===== config.mk =====
export PLATFORM = sky130hd
export DESIGN_NAME = ctx_readout_regs
export DESIGN_NICKNAME = d
export VERILOG_FILES = /design/src/rtl/ctx_readout_regs.sv
export SDC_FILE = /design/constraint.sdc
export NUM_CORES = 1
export LEC_CHECK = 0
export BUFFER_PORTS_ARGS = -buffer_cell sky130_fd_sc_hd__buf_2
export CAP_MARGIN = 40
export CORE_MARGIN = 5
export CORE_UTILIZATION = 25
export CTS_CLUSTER_DIAMETER = 100
export CTS_CLUSTER_SIZE = 14
export DETAILED_ROUTE_END_ITERATION = 12
export SLEW_MARGIN = 10
export SYNTH_ARGS = -nofsm -noshare
export SYNTH_HDL_FRONTEND = slang
export SYNTH_SLANG_ARGS = --single-unit
export TNS_END_PERCENT = 5

===== constraint.sdc =====
create_clock -name clk -period 2.3 [get_ports clk]
set_input_delay 0.115 -clock clk [delete_from_list [all_inputs] [get_ports clk]]
set_output_delay 0.115 -clock clk [all_outputs]
set_load 0.01 [all_outputs]

===== src/rtl/ctx_readout_regs.sv =====
module ctx_readout_regs #(
  parameter int WORD_W   = 32,
  parameter int NWORDS   = 4,
  parameter int ADDR_W   = 4,
  parameter int STAT_ADR = 0,
  parameter int IV_BASE  = 4,
  parameter int TAG_BASE = 8
) (
  input  logic                     clk,
  input  logic                     rst_n,
  input  logic                     soft_rst,
  input  logic                     done_strobe,
  input  logic                     save_en,
  input  logic [WORD_W*NWORDS-1:0] done_iv,
  input  logic [WORD_W*NWORDS-1:0] done_tag,
  input  logic                     start_req,
  output logic                     start_ok,
  output logic                     ctx_ready,
  output logic [WORD_W*NWORDS-1:0] iv_to_core,
  input  logic                     bus_wr,
  input  logic                     bus_rd,
  input  logic [ADDR_W-1:0]        bus_addr,
  input  logic [WORD_W-1:0]        bus_wdata,
  output logic [WORD_W-1:0]        bus_rdata
);
  localparam logic [ADDR_W-1:0] IV_LAST  = ADDR_W'(IV_BASE + NWORDS - 1);
  localparam logic [ADDR_W-1:0] TAG_LAST = ADDR_W'(TAG_BASE + NWORDS - 1);
  localparam logic [ADDR_W-1:0] STAT_A   = ADDR_W'(STAT_ADR);

  logic [WORD_W-1:0] iv_q  [NWORDS];
  logic [WORD_W-1:0] tag_q [NWORDS];
  logic capture, drain_rd;

  assign capture  = done_strobe & save_en;
  assign drain_rd = bus_rd & ((bus_addr == IV_LAST) | (bus_addr == TAG_LAST));
  assign start_ok = start_req & ~ctx_ready;

  always_ff @(posedge clk or negedge rst_n) begin
    if (!rst_n)        ctx_ready <= 1'b0;
    else if (soft_rst) ctx_ready <= 1'b0;
    else if (capture)  ctx_ready <= 1'b1;
    else if (drain_rd) ctx_ready <= 1'b0;
  end

  for (genvar i = 0; i < NWORDS; i++) begin : g_word
    localparam logic [ADDR_W-1:0] IV_A = ADDR_W'(IV_BASE + i);

    always_ff @(posedge clk or negedge rst_n) begin
      if (!rst_n) begin
        iv_q[i]  <= '0;
        tag_q[i] <= '0;
      end else if (soft_rst) begin
        iv_q[i]  <= '0;
        tag_q[i] <= '0;
      end else if (capture) begin
        iv_q[i]  <= done_iv[i*WORD_W +: WORD_W];
        tag_q[i] <= done_tag[i*WORD_W +: WORD_W];
      end else if (bus_wr && bus_addr == IV_A) begin
        iv_q[i]  <= bus_wdata;
      end
    end

    assign iv_to_core[i*WORD_W +: WORD_W] = iv_q[i];
  end

  always_comb begin
    bus_rdata = '0;
    if (bus_addr == STAT_A) bus_rdata = {{(WORD_W-1){1'b0}}, ctx_ready};
    for (int i = 0; i < NWORDS; i++) begin
      if (bus_addr == ADDR_W'(IV_BASE + i))  bus_rdata = iv_q[i];
      if (bus_addr == ADDR_W'(TAG_BASE + i)) bus_rdata = tag_q[i];
    end
  end

  a_r2_capture_sets: assert property (@(posedge clk) disable iff (!rst_n)
    (capture && !soft_rst) |=> ctx_ready);
  a_r2_rise_needs_capture: assert property (@(posedge clk) disable iff (!rst_n)
    $rose(ctx_ready) |-> $past(done_strobe && save_en));
  a_r5_drain_clears: assert property (@(posedge clk) disable iff (!rst_n)
    (drain_rd && !capture) |=> !ctx_ready);
  a_r6_side_free_read: assert property (@(posedge clk) disable iff (!rst_n)
    (!drain_rd && !done_strobe && !soft_rst) |=> $stable(ctx_ready));
  a_r7_hold_start: assert property (@(posedge clk) disable iff (!rst_n)
    (ctx_ready && start_req) |-> !start_ok);
  a_r10_soft_clear: assert property (@(posedge clk) disable iff (!rst_n)
    soft_rst |=> (!ctx_ready && iv_to_core == '0));
endmodule


# Yosys cells after proc, flatten, opt, wreduce, memory -nomap -nowiden
# Cells that the tools add are included.
[totals]
in_bits = 300
regBits = 257
output_inout_bits = 162
wordCells = 65
[op_classes]
muxes = 32
eq_ne = 8
reduce_logical = 11
bitwise = 5
[ops]
columns = ["operator", "n"]
rows = [
  ["$mux W32", 28],
  ["$eq A4 B3 Y1 const B", 4],
  ["$eq A4 B4 Y1 const B", 4],
  ["$reduce_bool A3 Y1", 5],
  ["$logic_and A1 B1 Y1", 4],
  ["$logic_not A4 Y1", 1],
  ["$mux W1", 4],
  ["$and A1 B1 Y1", 3],
  ["$reduce_bool A2 Y1", 1],
  ["$not A1 Y1", 1],
  ["$or A1 B1 Y1", 1],
]

# Longest topological paths before layout
# Gate-level depths: netlist of run 1.
[depth]
word_depth = 10
ltp_mapped = 7

# Least setup slack after synthesis of run 1
# No wires, ideal clock.
[synth_path]
path_type = "input -> output"
startpoint = "input bus_addr[0]"
endpoint = "output bus_rdata[13]"
arrival_time_ns = 1.365
path_slack_ns = 0.820
required_ns = 2.185
path_stages = 6
path_buffers = 4
path_cell_list = "buf_4 -> buf_4 -> clkbuf_1 -> clkbuf_1 -> a221o_1 -> a32oi_1"
[synth_between]
elab_chain_len = 9
word_cells_on_any_way = 16
[synth_lines]
columns = ["element", "line_no", "rtl"]
rows = [
  ["from (decl)", "22", "input logic [ADDR_W-1:0] bus_addr,"],
  ["$eq A4 B3 Y1", "70", "if (bus_addr == ADDR_W'(IV_BASE + i)) bus_rdata = iv_q[i];"],
  ["$mux W32", "70", ""],
  ["$mux W32", "71", "if (bus_addr == ADDR_W'(TAG_BASE + i)) bus_rdata = tag_q[i];"],
  ["$mux W32", "70", ""],
  ["$mux W32", "71", ""],
  ["$mux W32", "70", ""],
  ["$mux W32", "71", ""],
  ["$mux W32", "70", ""],
  ["$mux W32 (*)", "71", ""],
  ["to (decl)", "24", "output logic [WORD_W-1:0] bus_rdata"],
]
# Mark *: on every way between the ends. The rest lies on a longest branch, timed or not.

# Worst setup path after layout of run 1
[layout_path]
startpoint = "register iv_q, in the netlist iv_to_core[52]"
endpoint = "output bus_rdata[20]"
[layout_between]
elab_chain_len = 6
[layout_lines]
columns = ["element", "line_no", "rtl"]
rows = [
  ["from (decl)", "30", "logic [WORD_W-1:0] iv_q [NWORDS];"],
  ["from (signal, indexed assignment)", "56", "iv_q[i] <= done_iv[i*WORD_W +: WORD_W];"],
  ["from (signal, indexed assignment)", "59", "iv_q[i] <= bus_wdata;"],
  ["$mux W32", "70", ""],
  ["$mux W32", "71", ""],
  ["$mux W32", "70", ""],
  ["$mux W32", "71", ""],
  ["$mux W32", "70", ""],
  ["$mux W32", "71", ""],
]
# No other way between the ends.

==> impl_results.md, run 1 <==
- Fmax: around 0.47 GHz
- Iter 0 DRT Violations: 1529
- Place WS: 0.3597 ns
- Mapped cell area: between 10000 and 15000 µm²
- Largest net degree at the start of global routing: around 110
- Mapped Cells: 1321
- Yosys reg bits: 257
- Vias in the first global route: ~16000
- TritonCTS clock tree: built
- CTS clk-pin slew, worst paths: ~0.06 ns
- Hold Path Class: in -> async
- Max cap viols: 0
- Post-synthesis area per instance: 9.960 µm²
- Post-synth top area share: 0.4888
- Clock Power Share: 0.312
- Final period utilization: 0.9226
- Worst path required time: 2.18 ns
- Vias per inst: approximately 5.5
- Grt ovf: 0
- Sequential power share: 0.439
- # fillers: 5054
- Pwr Density: 561.7 nW/µm²
- Total GRT Usage: 0.2284
- Clock skew: 0 ns
- Initial DRT Pass Iterations: 5
- Inserted Clock Buffers: 22
- Setup_tns: 0 ns
- Comb pwr share: 0.249
- RSZ-0062 raised after global routing: no
- WP data arrival: between 2 and 2.5 ns
- Critical Path Sink Type: primary output
- Sw power: roughly 3.5 mW
- DR vias: 15270
- Slew Viols, Final: 0
- Port Buf Inserts: 461
- Crit-path cells: o21ai_0 > a221o_1 > a32oi_1 > buf_2
- Die Span Y: around 240 µm
- Area of the core: 52340 µm²
- Area delta synth->final: 59.24%
- Slew @ Worst Pin: around 0.86 ns
- GPL Wtd Cong: 0.8852
- CP startpoint kind: flop
- Leading area contributor after synthesis: dfrtp_1
- Internal Pwr Total: 8.222 mW
- Die area: approximately 57000 µm²
- Initial Util: 0.2514
- CP delay by family, top: compound AO/OA/AOI/OAI gates
- Final hold vios: 0
- Top-level port count: 462
- Seq/Total Area, Yosys: 0.4888
- Post-CTS setup buffers: 0
- Layout cells sized above 1: 0.2793
- Synth cell types: 36
- Drt drc: 0
- Root Driver: clkbuf_16
- Routed WL: about 69 mm
- CP Class: reg -> out
- Die width: roughly 240 µm
- Top cells by area, synth: dfrtp_1 (49%), a22o_1 (8.5%), a2bb2oi_1 (8.5%)
- Setup violators final: 0
- H-Tree Depth: 1
- Final net count: 2397
- CP peak stage delay: around 0.48 ns
- Row count: 84
- Sw Share: 0.3014
- Max rail drop VDD: 0.4478 mV
- Max stage delay cell, worst path: dfrtp_1
- Buf/Inv on CP: 1
- Crit path max fanout: 3
- PnR worst setup slack: ~0.18 ns
- Final min period: 2.122 ns
- Antenna violations before repair: 5
- Clk buf depth: 3
- Outcome: completed
- Leakage power: between 9 and 10 nW
- Syn Nets: 1621
- Yosys warnings: 0
- First-pass GRT wire length: 100.7 mm
- Clock sinks: 257
- Clock Latency Late Sink: 0.55 ns
- Relative slew slack: 0.4276
- DRT antenna net count: 0
- HPWL Detailed: 46.10 mm
- DR WL/cell: 24.74 µm
-- worst reg2reg max path, stage by stage, from the launching register on --
cell and delay [ns]:
dfrtp_1 0.48, a2bb2oi_1 0.22, dlygate4sd3_1 0.58
-- final cells by class --
cell class              count  area (µm²)  share of cell area
inverters                   1       3.754           0.0001791
flip-flops and latches    257        6431              0.3069
diodes                      2       5.005           0.0002389
repair buffers            898        6860              0.3274
multi-input cells         917        6178              0.2949
well taps                 688       860.8             0.04108
clock buffers              23       575.6             0.02747
clock inverters             2       37.54            0.001791
-- cells by family after synthesis --
| logic type | after synthesis | share of synthesized area |
|---|---|---|
| AOI/OAI and AO/OA | 641 | 0.3571 |
| DFF | 257 | 0.4888 |
| and+or+nand+nor | 243 | 0.07893 |
| buffers and inverters | 147 | 0.04717 |
| muxes | 33 | 0.02805 |
-- per-stage QoR --
| stage | utilization | std cells | hold WS (ns) | total power, mW | area (µm²) |
|---|---|---|---|---|---|
| 2_1_floorplan | - | 1321 | -0.1806 | 6.196 | 13160 |
| 3_3_place_gp | 0.3147 | 2375 | 0.1139 | 7.470 | 16470 |
| 3_5_place_dp | 0.3147 | 2375 | 0.1220 | 7.496 | 16470 |
| 4_1_cts | 0.4002 | 2786 | 0.1326 | 11.84 | 20950 |
| 5_1_grt | 0.4003 | 2788 | 0.1718 | 12.22 | 20950 |
| 6_report | 0.4003 | 2788 | 0.1293 | 11.77 | 20950 |
-- state kept, by name, indices dropped and copies added (netlist names) --
name,count
ctx_ready,1
iv_to_core,128
tag_q,128
-- cells in the final DEF, fill, tap and decap left out, drive strengths merged, types with 3 or more instances in the layout --
cell         count
nand2          196
o22a            31
mux2            31
nand3            3
dfrtp          257
nor2b           36
buf            512
clkbuf          23
a32oi           31
a22o           128
o21ai          192
a2bb2oi        128
a21oi           32
o22ai           31
a221o           31
a22oi           32
dlygate4sd3    386
-- path summary, 6_finish.rpt --
check	start	end	slack, ns	cells after the start
setup reg to reg	iv_to_core[52]	iv_to_core[52]	0.95	2
hold / removal	rst_n	iv_to_core[65]	0.13	2
hold reg to reg	tag_q[113]	tag_q[113]	0.51	1
max in group asynchronous	rst_n	iv_to_core[113]	1.37	3
setup / recovery	iv_to_core[52]	bus_rdata[20]	0.18	4
min in group clk	soft_rst	tag_q[0]	0.23	4
-- synthesized netlist by cell type (all sizes together) --
library cell and number:
mux2i 2, a31o 1, nand4 1, a22o 128
a22oi 32, nor2 2, o22ai 31, a221oi 1
clkbuf 105, o21ai 192, and2b 1, nor2b 36
o311ai 1, inv 1, o2111ai 1, nor3b 1
nand3 3, a221o 31, and3b 1, o22a 31
a211o 1, a2bb2oi 128, nand2 196, dfrtp 257
mux2 31, a21oi 32, buf 41, a32oi 31
nand2b 2
-- layer usage --
metal  share of wire  global-route usage  vias up  wire [µm]
li1                -                   -     6588          -
met1            0.38              0.2807     7522      26210
met2            0.49              0.3925      946      33660
met3           0.080             0.04018      217       5539
met4           0.052              0.1025        0       3558
met5               0                   0        -          0
-- power groups by stage --
stage,combinational (mW),clock (mW),sequential (mW)
floorplan,0.998,0,5.20
global placement,2.23,0,5.24
detailed placement,2.26,0,5.24
CTS,2.90,3.79,5.16
global route,3.13,3.91,5.19
finish,2.94,3.67,5.16
-- repair_timing --
action | 4_1_cts | 5_1_grt
hold buffers | 386 | 0
endpoints found under the hold margin | 411 | 0
gates resized for setup | 0 | 0
(Power assumes the default switching activity.)
==> run 2: changes to the inputs <==
==> constraint.sdc (replaced) <==
create_clock -name clk -period 2.3 [get_ports clk]
set_input_delay 0.345 -clock clk [delete_from_list [all_inputs] [get_ports clk]]
set_output_delay 0.345 -clock clk [all_outputs]
set_load 0.01 [all_outputs]
==> run 2 against run 1 <==
Net effect:
- register-to-register slack improved by 0.55 ns
- sequential cell count did not move
- clock skew did not move
- worst hold slack got worse by 0.10 ns
- critical path type is now in -> out
==> impl_results.md, run 2 (same netlist as run 1, synthesis figures left out) <==
- Die Span Y: 239.4 µm (unchanged)
- HPWL Detailed: 47.94 mm (+4.0%)
- Top-level port count: 462 (unchanged)
- WP data arrival: 1.95 ns (-0.06 ns)
- Max rail drop VDD: 0.6221 mV (+39%)
- Setup violators final: 0 (unchanged)
- CP peak stage delay: 0.39 ns (-0.09 ns)
- Commonest non-fill, non-tap cells in the layout: buf_2 (455), dfrtp_1 (252), nand2_1 (192), o21ai_0 (169)
- Worst Setup SP: bus_addr[3]
- Layout cells sized above 1: 0.3479 (+0.06858)
- Final period utilization: 0.9957 (+0.07309)
- Drt drc: 0 (unchanged)
- Worst path required time: 1.96 ns (-0.22 ns)
- TritonCTS clock tree: built
- Vias in the first global route: 14190 (-11%)
- Hold path startpoint: done_tag[90]
- PnR worst setup slack: 0.009972 ns (-0.1681 ns)
- CTS clk-pin slew, worst paths: 0.07 ns (about the same)
- First-pass GRT wire length: 95.97 mm (-4.7%)
- Non-filler cells, final: 2521 (-9.6%)
- Die width: 239.4 µm (unchanged)
- Hold WS: 0.02737 ns (-0.1019 ns)
- Die area: 57320 µm² (unchanged)
- RSZ-0062 raised after global routing: yes
- GPL Wtd Cong: 0.8950 (+1.1%)
- Area delta synth->final: 39.90%
- Relative slew slack: 0.4612 (+0.03360)
- CP startpoint kind: primary input
- Slew Viols, Final: 0 (unchanged)
- H-Tree Depth: 1 (unchanged)
- Routed WL: 66.23 mm (-4.0%)
- Final min period: 2.290 ns (+0.1681 ns)
- Place WS: -0.1070 ns (-0.4667 ns)
- Path depth of the worst reg2reg path: 2 (unchanged)
- Slew @ Worst Pin: 0.8082 ns (-0.04914 ns)
- Max cap viols: 0 (unchanged)
- Vias per inst: 5.516 (+0.70%)
- Clock Latency Late Sink: 0.55 ns (about the same)
- Inserted Clock Buffers: 24 (+9.1%)
- DR vias: 13910 (-8.9%)
- DRT antenna net count: 0 (unchanged)
- Finished Cell Area: 18410 µm² (-12%)
- Critical Path Sink Type: primary output
- Final hold vios: 0 (unchanged)
- CP Class: in -> out
- Reg2Reg Setup Slack: 1.50 ns (+0.55 ns)
- End point of the critical path: bus_rdata[29]
- Total GRT Usage: 0.2213 (-0.007162)
- Leakage power: 8.352 nW (-13%)
- Outcome: completed
- Iter 0 DRT Violations: 1222 (-20%)
- Worst r2r src: iv_to_core[36]
- Crit path max fanout: 27 (+24)
- # fillers: 5324 (+5.3%)
- Max stage delay cell, worst path: a221o_1
- Area of the core: 52340 µm² (unchanged)
- Fmax: 0.4367 GHz (-7.3%)
- Grt ovf: 0 (unchanged)
- Initial DRT Pass Iterations: 5 (unchanged)
- Port Buf Inserts: 461 (unchanged)
- Row count: 84 (unchanged)
- Clock sinks: 257 (unchanged)
- Commonest non-fill, non-tap cell in the layout: buf_2
- Area of placed instances: 16710 µm² (+1.4%)
- Final net count: 2126 (-11%)
- Clk buf depth: 3 (unchanged)
- Antenna violations before repair: 4 (-1)
- Crit-path cells: clkbuf_4 > and2b_4 > buf_12 > o21ai_0 > a221o_1 > a32oi_2 > buf_2
- Root Driver: clkbuf_16
- DR WL/cell: 26.27 µm (+6.2%)
- Hold Path Class: in -> reg
- Clock skew: 0 ns (unchanged)
- Cell total after placement: 2400 (+1.1%)
- Pwr Density: 627.5 nW/µm² (+12%)
- Largest net degree at the start of global routing: 120 (+12%)
- RR Endpoint: iv_to_core[36]
- Initial Util: 0.2514 (unchanged)
-- run 2: cell types whose count changed in the layout (fill, tap and decap cells not counted), sizes merged --
cell / change
buf: +26
clkbuf: +5
clkinv: +1
clkinvlp: -1
dlygate4sd3: -301
inv: +3
-- run 2: cell type report --
class / count / area (µm²) / share of cell area
Multi-Input combinational cell: 917 / 6276 / 0.3409
Clock buffer: 26 / 629.4 / 0.03419
Timing Repair Buffer: 625 / 4123 / 0.2240
Clock inverter: 5 / 72.57 / 0.003942
Sequential cell: 257 / 6437 / 0.3497
Inverter: 1 / 3.754 / 0.0002039
Antenna cell: 2 / 5.005 / 0.0002719
Tap cell: 688 / 860.8 / 0.04676
-- run 2: how the worst min path moves through the flow --
| stage | slack, ns | cells after the start | to |
|---|---|---|---|
| 2_1_floorplan | 0.05 | 0 | ctx_ready |
| 3_3_place_gp | 0.34 | 1 | iv_to_core[98] |
| 3_5_place_dp | 0.34 | 1 | iv_to_core[98] |
| 4_1_cts | 0.00005 | 2 | tag_q[92] |
| 5_1_grt | 0.005 | 2 | tag_q[34] |
| 6_report | 0.03 | 2 | tag_q[58] |
-- run 2: per-layer routing --
layer  track usage  up-vias  wire, µm
met1        0.2868     7030     26430
met4       0.05101        2      1789
met5             0        -        12
met2        0.3886      715     33280
met3       0.03627      101      4717
li1              -     6059         -
-- run 2: report_power, final --
part	switching (mW)	internal (mW)
Combinational	1.32	1.12
Clock	1.87	2.07
Sequential	0.333	4.83
Total	3.53	8.02
-- run 2: metrics by stage --
stage	power, mW	utilization	setup TNS [ns]
final	11.55	0.3517	0
after detailed placement	7.551	0.3192	-1.310
after global placement	7.535	0.3192	-0.6025
after floorplan	6.196	-	0
after global routing	12.02	0.3516	-0.02169
after CTS	11.68	0.3499	0
-- run 2: worst max-delay path, delay by kind of cell --
family,cells,cell delay (ns)
compound gates,3,0.75
buf+inv,3,0.53
simple gates,1,0.30
-- run 2: timing repair --
item	4_1_cts	5_1_grt
endpoints found under the hold margin	135	0
hold buffers	85	0
setup endpoints to repair	7	25
pin swaps	0	2
gates resized for setup	9	22
setup buffers	1	2
==> run 3: changes to the inputs <==
- CORE_AREA: default -> 5 5 177 179
- CORE_MARGIN: 5 -> default
- CORE_UTILIZATION: 25 -> default
- DIE_AREA: default -> 0 0 182 184
- PLACE_DENSITY: default -> 0.73
- clock period: 2.3 -> 2.42 ns (I/O delays scaled with it)
==> run 3 against run 2 <==
Net effect:
- combinational power shrank 13%
- sequential cell count stayed put
- clock skew unchanged
- clock-buffer cell count down 3
- first-iteration DRC count grew 40%
- highest routed layer unchanged
==> impl_results.md, run 3 (same netlist as run 1, synthesis figures left out) <==
- Outcome: completed
- Top-level port count: 462 (unchanged)
- Largest net degree at the start of global routing: 124 (+3.3%)
- CP startpoint kind: primary input
- Path depth of the worst reg2reg path: 1 (-1)
- RSZ-0062 raised after global routing: no
- Area of the core: 29400 µm² (-44%)
- Area delta synth->final: 27.67%
- Slew Viols, Final: 0 (unchanged)
- Die area: 33490 µm² (-42%)
- Initial Util: 0.4475 (+0.1961)
- Worst r2r src: tag_q[42]
- Fmax: between 0.4 and 0.5 GHz
- Layout Utilization: 0.5713 (+0.2197)
- Clk buf depth: 3 (unchanged)
- Commonest non-fill, non-tap cell in the layout: buf_2
- Grt ovf: 0 (unchanged)
- Clock skew: 0 ns (unchanged)
- Hold Path Class: in -> reg
- First-pass GRT wire length: 85.28 mm (-11%)
- Final net count: 2021 (-4.9%)
- Root Driver: clkbuf_16
- Crit path max fanout: 31 (+15%)
- End point of the critical path: bus_rdata[22]
- Inserted Clock Buffers: 22 (-8.3%)
- Final hold vios: 0 (unchanged)
- Non-filler cells, final: 2118 (-16%)
- Max rail drop VDD: 0.4356 mV (-30%)
- Antenna violations before repair: 12 (+8)
- Worst path required time: 2.06 ns (+0.10 ns)
- Initial DRT Pass Iterations: 6 (+1)
- Row count: 63 (-25%)
- Slew @ Worst Pin: 0.5339 ns (-0.2743 ns)
- HPWL Detailed: 41.75 mm (-13%)
- Reg2Reg Setup Slack: 1.62 ns (+0.12 ns)
- Final min period: 2.366 ns
- Final period utilization: 0.9775
- Die Span Y: 184 µm (-23%)
- Routed WL: 58.17 mm (-12%)
- Critical Path Sink Type: primary output
- DR vias: 13530 (-2.7%)
- Port Buf Inserts: 461 (unchanged)
- Hold WS: 0.05122 ns (+0.02386 ns)
- GPL Wtd Cong: 0.9748 (+8.9%)
- Setup_tns: 0 ns (unchanged)
- Max cap viols: 0 (unchanged)
- Pwr Density: 615.1 nW/µm² (-2.0%)
- Die width: 182 µm (-24%)
- DRT antenna net count: 0 (unchanged)
- Setup violators final: 0 (unchanged)
- Commonest non-fill, non-tap cells in the layout: buf_2 (457), dfrtp_1 (256), nand2_1 (192), o21ai_0 (177)
- Clock Latency Late Sink: 0.52 ns (-0.03 ns)
- RR Endpoint: tag_q[42]
- Vias per inst: 6.390 (+16%)
- H-Tree Depth: 1 (unchanged)
- Worst Setup SP: bus_addr[0]
- Iter 0 DRT Violations: 1714 (+40%)
- Relative slew slack: 0.6440 (+0.1828)
- Cell total after placement: 2085 (-13%)
- Total GRT Usage: 0.3305 (+0.1092)
- WP data arrival: 2.00 ns (+0.05 ns)
- TritonCTS clock tree: built
- Drt drc: 0 (unchanged)
- CP Class: in -> out
- Layout cells sized above 1: 0.3457 (-0.002168)
- Clock sinks: 257 (unchanged)
- CTS clk-pin slew, worst paths: 0.07 ns (about the same)
- Leakage power: 7.839 nW (-6.1%)
- # fillers: 2623 (-51%)
- DR WL/cell: 27.46 µm (+4.5%)
- Vias in the first global route: 13490 (-5.0%)
[run 3: cell count changes in the layout (fill, tap and decap cells not counted), moves of 4 or more]
cell,before,now
dfrtp_2,5,1
a32oi_1,18,30
o21ai_0,169,177
diode_2,2,7
o21ai_1,23,15
a32oi_2,13,1
dlygate4sd3_1,85,1
buf_4,52,37
dfrtp_1,252,256
[run 3: power by group]
part           internal, mW  switching, mW
registers              4.59          0.314
clock network          1.68           1.63
logic                 0.938           1.18
total                  7.21           3.12
[run 3: cell type report]
cell class                      instances  area (µm²)  share of cell area
Inverter                                1       3.754           0.0002234
Sequential cell                       257        6432              0.3829
Antenna cell                            7       17.52            0.001043
Timing Repair Buffer                  522        3089              0.1839
Multi-Input combinational cell        917        6181              0.3679
Tap cell                              390       488.0             0.02905
Clock inverter                          1       11.26           0.0006703
Clock buffer                           23       575.6             0.03426
[run 3: worst min-delay path by stage]
stage                       startpoint             end  slack (ns)  depth (start not counted)
after floorplan                  rst_n       ctx_ready        0.07                          0
after global placement           rst_n  iv_to_core[47]        0.35                          1
after detailed placement         rst_n  iv_to_core[46]        0.36                          1
after CTS                 done_tag[24]      tag_q[120]        0.03                          2
after global routing       done_tag[2]       tag_q[98]        0.05                          2
final                     done_tag[24]      tag_q[120]        0.05                          2
[run 3: timing repair]
action | 4_1_cts | 5_1_grt
endpoints found under the hold margin | 59 | 0
setup buffers | 0 | 1
endpoints found under the setup margin | 0 | 4
hold buffers | 1 | 0
resized for setup | 0 | 3
[run 3: critical path, cell delays in order]
cell and delay (ns):
buf_6 0.20, buf_4 0.40, o21ai_0 0.21, a221o_1 0.39
a32oi_1 0.21, buf_2 0.17
[run 3: metal layers]
metal	share of wire	global-route usage	vias up
met5	0.0010	0	-
met4	0.045	0.1291	8
met3	0.10	0.07064	154
met2	0.48	0.5512	937
met1	0.37	0.4239	6595
li1	-	-	5840
[run 3: stage by stage]
step	instance area [µm²]	power [mW]	setup slack, ns
4_1_cts	16760	10.35	0.03255
6_report	16800	10.33	0.05435
3_3_place_gp	16170	7.042	0.06011
5_1_grt	16790	10.66	0.007306
2_1_floorplan	13160	5.889	0.4441
3_5_place_dp	16170	7.076	0.06180
